`src/rtl/ffu_pkg.sv`:
```
package ffu_pkg;
    localparam int NREG      = 4;
    localparam int RW        = $clog2(NREG);
    localparam int ROB_DEPTH = 8;
    localparam int TW        = $clog2(ROB_DEPTH);
    localparam int DW        = 16;
    localparam int NSRC      = 2;

    typedef logic [RW-1:0] areg_t;
    typedef logic [TW-1:0] tag_t;
    typedef logic [DW-1:0] data_t;

    typedef struct packed {
        logic  valid;
        tag_t  tag;
    } rmap_t;

    typedef struct packed {
        logic  ready;
        tag_t  tag;
        data_t value;
    } opnd_t;

    localparam tag_t TAG_LAST = tag_t'(ROB_DEPTH - 1);

    function automatic data_t rf_reset_val(input int idx);
        return data_t'(32'hA000 + idx);
    endfunction

    function automatic tag_t tag_next(input tag_t t);
        return (t == TAG_LAST) ? '0 : t + tag_t'(1);
    endfunction
endpackage

```
`src/rtl/ffu_rename_table.sv`:
```
module ffu_rename_table
    import ffu_pkg::*;
(
    input  logic                 clk,
    input  logic                 rst,
    input  logic                 dec_we,
    input  areg_t                dec_reg,
    input  tag_t                 dec_tag,
    input  logic                 wb_valid,
    input  areg_t                wb_reg,
    input  tag_t                 wb_tag,
    output rmap_t [NREG-1:0]     map_q,
    output logic                 wb_match
);
    // a completion counts only if its producer is still the newest one
    assign wb_match = wb_valid && map_q[wb_reg].valid && (map_q[wb_reg].tag == wb_tag);

    for (genvar r = 0; r < NREG; r++) begin : g_ent
        always_ff @(posedge clk) begin
            if (rst) begin
                map_q[r] <= '0;
            end else if (dec_we && dec_reg == areg_t'(r)) begin
                // new producer overrides a same-cycle completion
                map_q[r].valid <= 1'b1;
                map_q[r].tag   <= dec_tag;
            end else if (wb_match && wb_reg == areg_t'(r)) begin
                map_q[r].valid <= 1'b0;
            end
        end
    end
endmodule

```
`src/rtl/ffu_value_file.sv`:
```
module ffu_value_file
    import ffu_pkg::*;
(
    input  logic                 clk,
    input  logic                 rst,
    input  logic                 ff_we,
    input  areg_t                ff_reg,
    input  data_t                ff_wdata,
    input  logic                 cm_we,
    input  areg_t                cm_reg,
    input  data_t                cm_wdata,
    output logic  [NREG-1:0]     ff_valid,
    output data_t [NREG-1:0]     ff_data,
    output data_t [NREG-1:0]     rf_data
);
    for (genvar r = 0; r < NREG; r++) begin : g_reg
        always_ff @(posedge clk) begin
            if (rst) begin
                ff_valid[r] <= 1'b0;
                ff_data[r]  <= '0;
            end else if (ff_we && ff_reg == areg_t'(r)) begin
                ff_valid[r] <= 1'b1;
                ff_data[r]  <= ff_wdata;
            end
        end

        always_ff @(posedge clk) begin
            if (rst) begin
                rf_data[r] <= rf_reset_val(r);
            end else if (cm_we && cm_reg == areg_t'(r)) begin
                rf_data[r] <= cm_wdata;
            end
        end
    end
endmodule

```
`src/rtl/ffu_src_resolve.sv`:
```
module ffu_src_resolve
    import ffu_pkg::*;
(
    input  areg_t                src,
    input  rmap_t [NREG-1:0]     map_q,
    input  logic  [NREG-1:0]     ff_valid,
    input  data_t [NREG-1:0]     ff_data,
    input  data_t [NREG-1:0]     rf_data,
    input  logic                 wb_match,
    input  areg_t                wb_reg,
    input  data_t                wb_value,
    output opnd_t                opnd
);
    always_comb begin
        opnd = '0;
        if (map_q[src].valid) begin
            if (wb_match && wb_reg == src) begin
                opnd.ready = 1'b1;
                opnd.value = wb_value;
            end else begin
                opnd.ready = 1'b0;
                opnd.tag   = map_q[src].tag;
            end
        end else if (ff_valid[src]) begin
            opnd.ready = 1'b1;
            opnd.value = ff_data[src];
        end else begin
            opnd.ready = 1'b1;
            opnd.value = rf_data[src];
        end
    end
endmodule

```
`src/rtl/ffu_operand_lookup.sv`:
```
module ffu_operand_lookup
    import ffu_pkg::*;
(
    input  logic              clk,
    input  logic              rst,
    input  logic              dec_valid,
    input  logic [RW-1:0]     dec_src_a,
    input  logic [RW-1:0]     dec_src_b,
    input  logic              dec_has_dst,
    input  logic [RW-1:0]     dec_dst,
    output logic [TW-1:0]     dec_tag,
    output logic              opa_ready,
    output logic [TW-1:0]     opa_tag,
    output logic [DW-1:0]     opa_value,
    output logic              opb_ready,
    output logic [TW-1:0]     opb_tag,
    output logic [DW-1:0]     opb_value,
    input  logic              wb_valid,
    input  logic [TW-1:0]     wb_tag,
    input  logic [RW-1:0]     wb_dst,
    input  logic [DW-1:0]     wb_value,
    input  logic              cm_valid,
    input  logic [RW-1:0]     cm_reg,
    input  logic [DW-1:0]     cm_value,
    output logic              ff_hit,
    output logic              bcast_valid,
    output logic [TW-1:0]     bcast_tag,
    output logic [DW-1:0]     bcast_value
);
    tag_t                 tail_q;
    rmap_t [NREG-1:0]     rmap;
    logic                 wb_match;
    logic  [NREG-1:0]     ff_vld;
    data_t [NREG-1:0]     ff_dat;
    data_t [NREG-1:0]     rf_dat;
    areg_t [NSRC-1:0]     srcs;
    opnd_t [NSRC-1:0]     opnd;

    always_ff @(posedge clk) begin
        if (rst)            tail_q <= '0;
        else if (dec_valid) tail_q <= tag_next(tail_q);
    end

    assign dec_tag = tail_q;

    ffu_rename_table u_rn (
        .clk      (clk),
        .rst      (rst),
        .dec_we   (dec_valid && dec_has_dst),
        .dec_reg  (dec_dst),
        .dec_tag  (tail_q),
        .wb_valid (wb_valid),
        .wb_reg   (wb_dst),
        .wb_tag   (wb_tag),
        .map_q    (rmap),
        .wb_match (wb_match)
    );

    ffu_value_file u_vf (
        .clk      (clk),
        .rst      (rst),
        .ff_we    (wb_match),
        .ff_reg   (wb_dst),
        .ff_wdata (wb_value),
        .cm_we    (cm_valid),
        .cm_reg   (cm_reg),
        .cm_wdata (cm_value),
        .ff_valid (ff_vld),
        .ff_data  (ff_dat),
        .rf_data  (rf_dat)
    );

    assign srcs[0] = dec_src_a;
    assign srcs[1] = dec_src_b;

    for (genvar p = 0; p < NSRC; p++) begin : g_src
        ffu_src_resolve u_res (
            .src      (srcs[p]),
            .map_q    (rmap),
            .ff_valid (ff_vld),
            .ff_data  (ff_dat),
            .rf_data  (rf_dat),
            .wb_match (wb_match),
            .wb_reg   (wb_dst),
            .wb_value (wb_value),
            .opnd     (opnd[p])
        );
    end

    assign opa_ready   = opnd[0].ready;
    assign opa_tag     = opnd[0].tag;
    assign opa_value   = opnd[0].value;
    assign opb_ready   = opnd[1].ready;
    assign opb_tag     = opnd[1].tag;
    assign opb_value   = opnd[1].value;

    assign ff_hit      = wb_match;
    assign bcast_valid = wb_valid;
    assign bcast_tag   = wb_tag;
    assign bcast_value = wb_value;
endmodule

```
`config.mk`:
```
export PLATFORM = sky130hd
export DESIGN_NAME = ffu_operand_lookup
export DESIGN_NICKNAME = d
export VERILOG_FILES = /design/src/rtl/ffu_pkg.sv /design/src/rtl/ffu_rename_table.sv /design/src/rtl/ffu_value_file.sv /design/src/rtl/ffu_src_resolve.sv /design/src/rtl/ffu_operand_lookup.sv
export SDC_FILE = /design/constraint.sdc
export NUM_CORES = 1
export LEC_CHECK = 0
export ABC_AREA = 1
export BUFFER_PORTS_ARGS = -buffer_cell sky130_fd_sc_hd__buf_2
export CORE_ASPECT_RATIO = 0.6
export CORE_MARGIN = 2
export CORE_UTILIZATION = 40
export CTS_CLUSTER_DIAMETER = 100
export CTS_CLUSTER_SIZE = 12
export DETAILED_ROUTE_END_ITERATION = 10
export GPL_TIMING_DRIVEN = 0
export REMOVE_ABC_BUFFERS = 1
export SYNTH_ARGS = -nofsm -noshare
export SYNTH_HDL_FRONTEND = slang
export SYNTH_SLANG_ARGS = --single-unit
```
`constraint.sdc`:
```
create_clock -name clk -period 2 [get_ports clk]
set_input_delay 0.3 -clock clk [delete_from_list [all_inputs] [get_ports clk]]
set_output_delay 0.3 -clock clk [all_outputs]
set_load 0.03 [all_outputs]
```
## Yosys cells after proc, flatten, opt, wreduce, memory -nomap -nowiden

Index checks and enable logic that the tools add are counted.

| storage, ports and cells | value |
|---|---|
| logic and storage cells | 103 |
| register bits after elaboration | 151 |
| input port bits | 51 |
| output and inout port bits | 64 |

| cells by class | value |
|---|---|
| equal/unequal tests | 13 |
| add/subtract/negate cells | 1 |
| reductions and logical operators | 24 |
| order comparisons | 3 |
| muxes and demuxes | 41 |

Operator list:

| kind | number |
|---|---|
| $mux 16 | 10 |
| $bmux 16 s2 | 4 |
| $bmux 4 s2 | 3 |
| $logic_and 1x1->1 | 17 |
| $mux 3 | 5 |
| $mux 1 | 14 |
| $eq 2x2->1 const B | 6 |
| $mux 4 | 3 |
| $lt 2x3->1 const B | 3 |
| $reduce_bool 2->1 | 4 |
| $eq 2x1->1 const B | 3 |
| $logic_not 2->1 | 3 |
| $bmux 1 s2 | 2 |
| $eq 2x2->1 | 2 |
| $add 3x1->3 const B | 1 |
| $eq 3x3->1 | 1 |
| $eq 3x3->1 const B | 1 |

## Longest topological paths before layout

| logic depth | value |
|---|---|
| word-level depth | 7 |
| gate-level depth with buffers | 13 |
| depth with buffers taken out | 12 |

## By module

A second synthesis with hierarchy kept.

| unflattened totals | value |
|---|---|
| cells, all modules | 2,047 |
| area, all modules | 10,991.8 um^2 |

By module, submodules not included:

| module | area an instance (um^2) | cells an instance | instances | sequential area each (um^2) |
|---|---|---|---|---|
| ffu_value_file | 5,405.2 | 820 | 1 | 2,642.5 |
| ffu_src_resolve | 2,214.6 | 526 | 2 | 0.0 |
| ffu_rename_table | 860.8 | 135 | 1 | 320.3 |
| ffu_operand_lookup | 296.5 | 40 | 1 | 60.1 |

## Worst setup path before layout

OpenSTA, ideal clock, no wires.

| timing path | value |
|---|---|
| kind | in2out |
| start | input port dec_src_a[0] |
| end | output port opa_value[0] |
| buffers on the path | 3 |
| arrival time | 1.931 ns |
| stages | 8 |
| required time | 1.700 ns |
| setup slack | -0.231 ns |
| cell sequence | buf_2 > buf_4 > o21ai_0 > nand2_1 > inv_1 > clkbuf_1 > nor2_1 > o21ai_0 |

| between the ends | value |
|---|---|
| cells in the longest elaborated chain, start to end | 4 |
| elaborated cells between the ends (all ways) | 13 |
| those cells by class | eq/ne (1); mux (11); reduce/logical (1) |

RTL lines:

| what | RTL line | text |
|---|---|---|
| start: declaration | ffu_operand_lookup.sv:7 | `input logic [RW-1:0] dec_src_a,` |
| $bmux 16 s2 (tied with other cells) | ffu_src_resolve.sv:29 | `opnd.value = rf_data[src];` |
| $mux 16 (not written as such) (tied with other cells) | ffu_src_resolve.sv:29 |  |
| $mux 16, on equally long branches | ffu_src_resolve.sv:24, ffu_src_resolve.sv:17 |  |
| $mux 16 * | ffu_src_resolve.sv:16 | `if (map_q[src].valid) begin` |
| end: declaration | ffu_operand_lookup.sv:14 | `output logic [DW-1:0] opa_value,` |

Mark *: on every way between the ends. The rest lies on a longest branch, timed or not. The select of a mux whose other input is x is not followed.

## Worst setup path after layout

| timing path | value |
|---|---|
| start | register, netlist name u_rn.map_q[0] |
| end | output port opa_value[11] |

| between the ends | value |
|---|---|
| cells in the longest elaborated chain, start to end | 7 |

RTL lines:

| what | RTL line | text |
|---|---|---|
| $bmux 4 s2 | ffu_rename_table.sv:16 | `assign wb_match = wb_valid && map_q[wb_reg].valid && (map_q[wb_reg].tag == wb_tag);` |
| $mux 4 | - |  |
| $eq 3x3->1 | ffu_rename_table.sv:16 |  |
| $logic_and 1x1->1 | ffu_rename_table.sv:16 |  |
| $logic_and 1x1->1 | ffu_src_resolve.sv:17 | `if (wb_match && wb_reg == src) begin` |
| $mux 16 | ffu_src_resolve.sv:17 |  |
| $mux 16 | ffu_src_resolve.sv:16 |  |

No other way between the ends. The select of a mux whose other input is x is not followed.

==> results.sh <==
export IMPL_utilization_pct=53.4
export IMPL_grt_pass1_vias=9377
export IMPL_muxShareOfSynthArea_pct=0
export IMPL_drc=0
export IMPL_skew_ns=0.00879
export IMPL_r2r_end="u_vf.ff_data[14]"
export IMPL_vias_per_cell=5.62
export IMPL_fmax_mhz=423
export IMPL_final_common_cell="nor2_1"
export IMPL_drt_iter0_markers=1172
export IMPL_final_layout_size_suffix_gt1_share_pct=22.0
export IMPL_area_delta_synth_final_pct=31.0
export IMPL_synth_edf_count=0
export IMPL_dieHeight_um=120
export IMPL_grt_pass1_wl_um=53900
export IMPL_synth_simple_gate_area_share_pct=29.2
export IMPL_yosys_warnings=0
export IMPL_synth_xor_area_share_pct=0.195
export IMPL_gr_total_overflow=0
export IMPL_synth_adder_area_share_pct=0.279
export IMPL_path_clk_slew_ns=0.07
export IMPL_synth_ff_type="dfxtp_1"
export IMPL_ir_worst_vdd_uv=609
export IMPL_root_buffer="clkbuf_16"
export IMPL_synth_cell_types=25
export IMPL_core_area_sq_um=22000
export IMPL_hold_path_class="primary input to flop"
export IMPL_hold_viol=0
export IMPL_ioPinCount=115
export IMPL_final_net_count=1604
export IMPL_period_share_pct=118
export IMPL_timing_final_crit_period_ns=2.36
export IMPL_holdWs_ns=0.110
export IMPL_dpl_cell_area_sq_um=9410
export IMPL_crit_type="flop to output pin"
export IMPL_postSynthCellCount=1464
export IMPL_tns_ns=-16.63
export IMPL_clock_sinks=151
export IMPL_endpoint="opa_value[11]"
export IMPL_dr_pass1_iters=8
export IMPL_worstReg2RegStart="u_rn.map_q[0]"
export IMPL_final_area_sq_um=11800
export IMPL_slew_headroom_pct=26.3
export IMPL_cts_tree="done"
export IMPL_place_ws_ns=-2.12
export IMPL_place_hpwl_um=18000
export IMPL_p_leak_uw=0.00521
export IMPL_syn_area_sq_um=8970
export IMPL_fp_dieArea_sq_um=23700
export IMPL_ys_async_sr_fraction_pct=0
export IMPL_cp_end_kind="output pin"
export IMPL_synth_top_family_by_area="simple AND/OR/NAND/NOR gates"
export IMPL_final_cell_mix="nor2_1 (298), o21ai_0 (236), nand2_1 (231)"
export IMPL_path_max_fanout=8
export IMPL_rows=42
export IMPL_numCtsBuffers=17
export IMPL_postRouteAntennaNets=0
export IMPL_io_buffers=114
export IMPL_violations="setup timing"
export IMPL_diodes=0
export IMPL_ys_ff_latch=151
export IMPL_crit_path_start="u_rn.map_q[0]"
export IMPL_fin_ws_ns=-0.365
export IMPL_p_per_area_nw_per_um2=730
export IMPL_cp_start_kind="flop"
export IMPL_initial_core_util_pct=40.7
export IMPL_grt_max_degree=91
export IMPL_cts_hold_fix_buffers=0
export IMPL_setup_violations=59
export IMPL_die_x_um=197
export IMPL_r2r_worst_path_cells=14
export IMPL_antenna_found_initial=0
export IMPL_required_ns=1.70
export IMPL_synth_compound_area_share_pct=24.3
export IMPL_wirelength_um=36800
export IMPL_maxCapViolCount=0
export IMPL_clk_latency_ns=0.44
export IMPL_wl_per_cell_um=19.9
export IMPL_reg2reg_slack_ns=-0.22
export IMPL_rsz0062_at_grt="yes"
export IMPL_cp_arrival_ns=2.06
export IMPL_syn_area_per_cell_sq_um=6.13
export IMPL_outcome="finished with violations"
export IMPL_tightestPinTransition_ns=1.10
export IMPL_globalplace_congestion=0.832
export IMPL_via_count=10400
export IMPL_ctsHtreeMaxLevel=4
export IMPL_ys_seq_area_share_pct=33.7
export IMPL_track_usage_pct=30.2
export IMPL_clk_path_buf_depth=2
export IMPL_slew_viol_final=0
[where the power goes]
part           switching (uW)  leakage [uW]  internal, uW
registers                57.3       0.00123          3090
clock network            1350      0.000294          2150
logic                    1260       0.00369           674
[cell usage after synthesis (6+ instances only)]
library cell / n / area (sq um)
nor2_1: 308 / 1160
nand2_1: 252 / 946
o21ai_0: 241 / 1210
dfxtp_1: 151 / 3020
a21oi_1: 136 / 681
inv_1: 119 / 447
nand3_1: 82 / 410
clkbuf_1: 68 / 255
o21ai_2: 26 / 228
buf_4: 21 / 158
buf_6: 11 / 124
buf_1: 10 / 37.5
buf_2: 7 / 35.0
o211ai_1: 6 / 45.0
[metrics by stage]
| step | cells | total power [uW] |
|---|---|---|
| finish | 1850 | 8590 |
| CTS | 1841 | 8460 |
| global route | 1850 | 8870 |
| global placement | 1744 | 4570 |
| detailed placement | 1751 | 4620 |
| floorplan | 1344 | 3960 |
[worst min-delay path by stage]
stage	startpoint	endpoint	depth (start not counted)
2_1_floorplan	rst	u_rn.map_q[11]	1
4_1_cts	cm_value[0]	u_vf.rf_data[48]	3
5_1_grt	cm_value[0]	u_vf.rf_data[48]	3
6_report	cm_value[0]	u_vf.rf_data[48]	3
3_3_place_gp	u_vf.ff_valid[3]	u_vf.ff_valid[3]	2
3_5_place_dp	u_vf.ff_valid[3]	u_vf.ff_valid[3]	2
[final cells by class]
class	instances	area (sq um)
Clock inverter	8	145
Inverter	122	528
Fill cell	2149	10300
Clock buffer	24	472
Sequential cell	151	3040
Timing Repair Buffer	173	1700
Multi-Input combinational cell	1080	5450
Tap cell	286	358
Timing Repair inverter	6	62.6
[sequential cells by signal, indices dropped and copies added, names as in the netlist]
| signal | flops |
|---|---|
| dec_tag | 3 |
| u_rn.map_q | 16 |
| u_vf.ff_data | 64 |
| u_vf.ff_valid | 4 |
| u_vf.rf_data | 64 |
[repair_timing]
item | 4_1_cts | 5_1_grt
setup endpoints to repair | 161 | 128
resized for setup | 193 | 64
gates cloned | 17 | 7
pin swaps | 16 | 12
buffers inserted | 41 | 4
[kinds of logic (layout without fill, tap and decap cells)]
family,after synthesis,in the layout
xor+xnor,2,2
fa+ha+maj,2,2
simple gates,656,665
flops,151,151
compound gates,411,411
buf+inv,242,333
[metal layers]
metal,wire length (um),GRT usage (%),vias up,part of all wire [%]
li1,-,-,4907,-
met4,765,8.83,0,2.1
met2,15100,44.0,627,41
met1,16200,43.8,4779,44
met5,0,0,-,0
met3,4700,7.22,76,13
[worst max-delay path: stages (launching register included)]
cell and delay (ns):
dfxtp_4 0.35, nand2_1 0.06, nand2_1 0.06, nand2_2 0.08, nand2_2 0.06, nand2_2 0.05
nand2_2 0.06, nor2_4 0.13, buf_6 0.14, and2_4 0.29, nand3_2 0.09, o21ai_2 0.09
buf_6 0.15
Note: power is estimated with default switching activity, not from simulation.
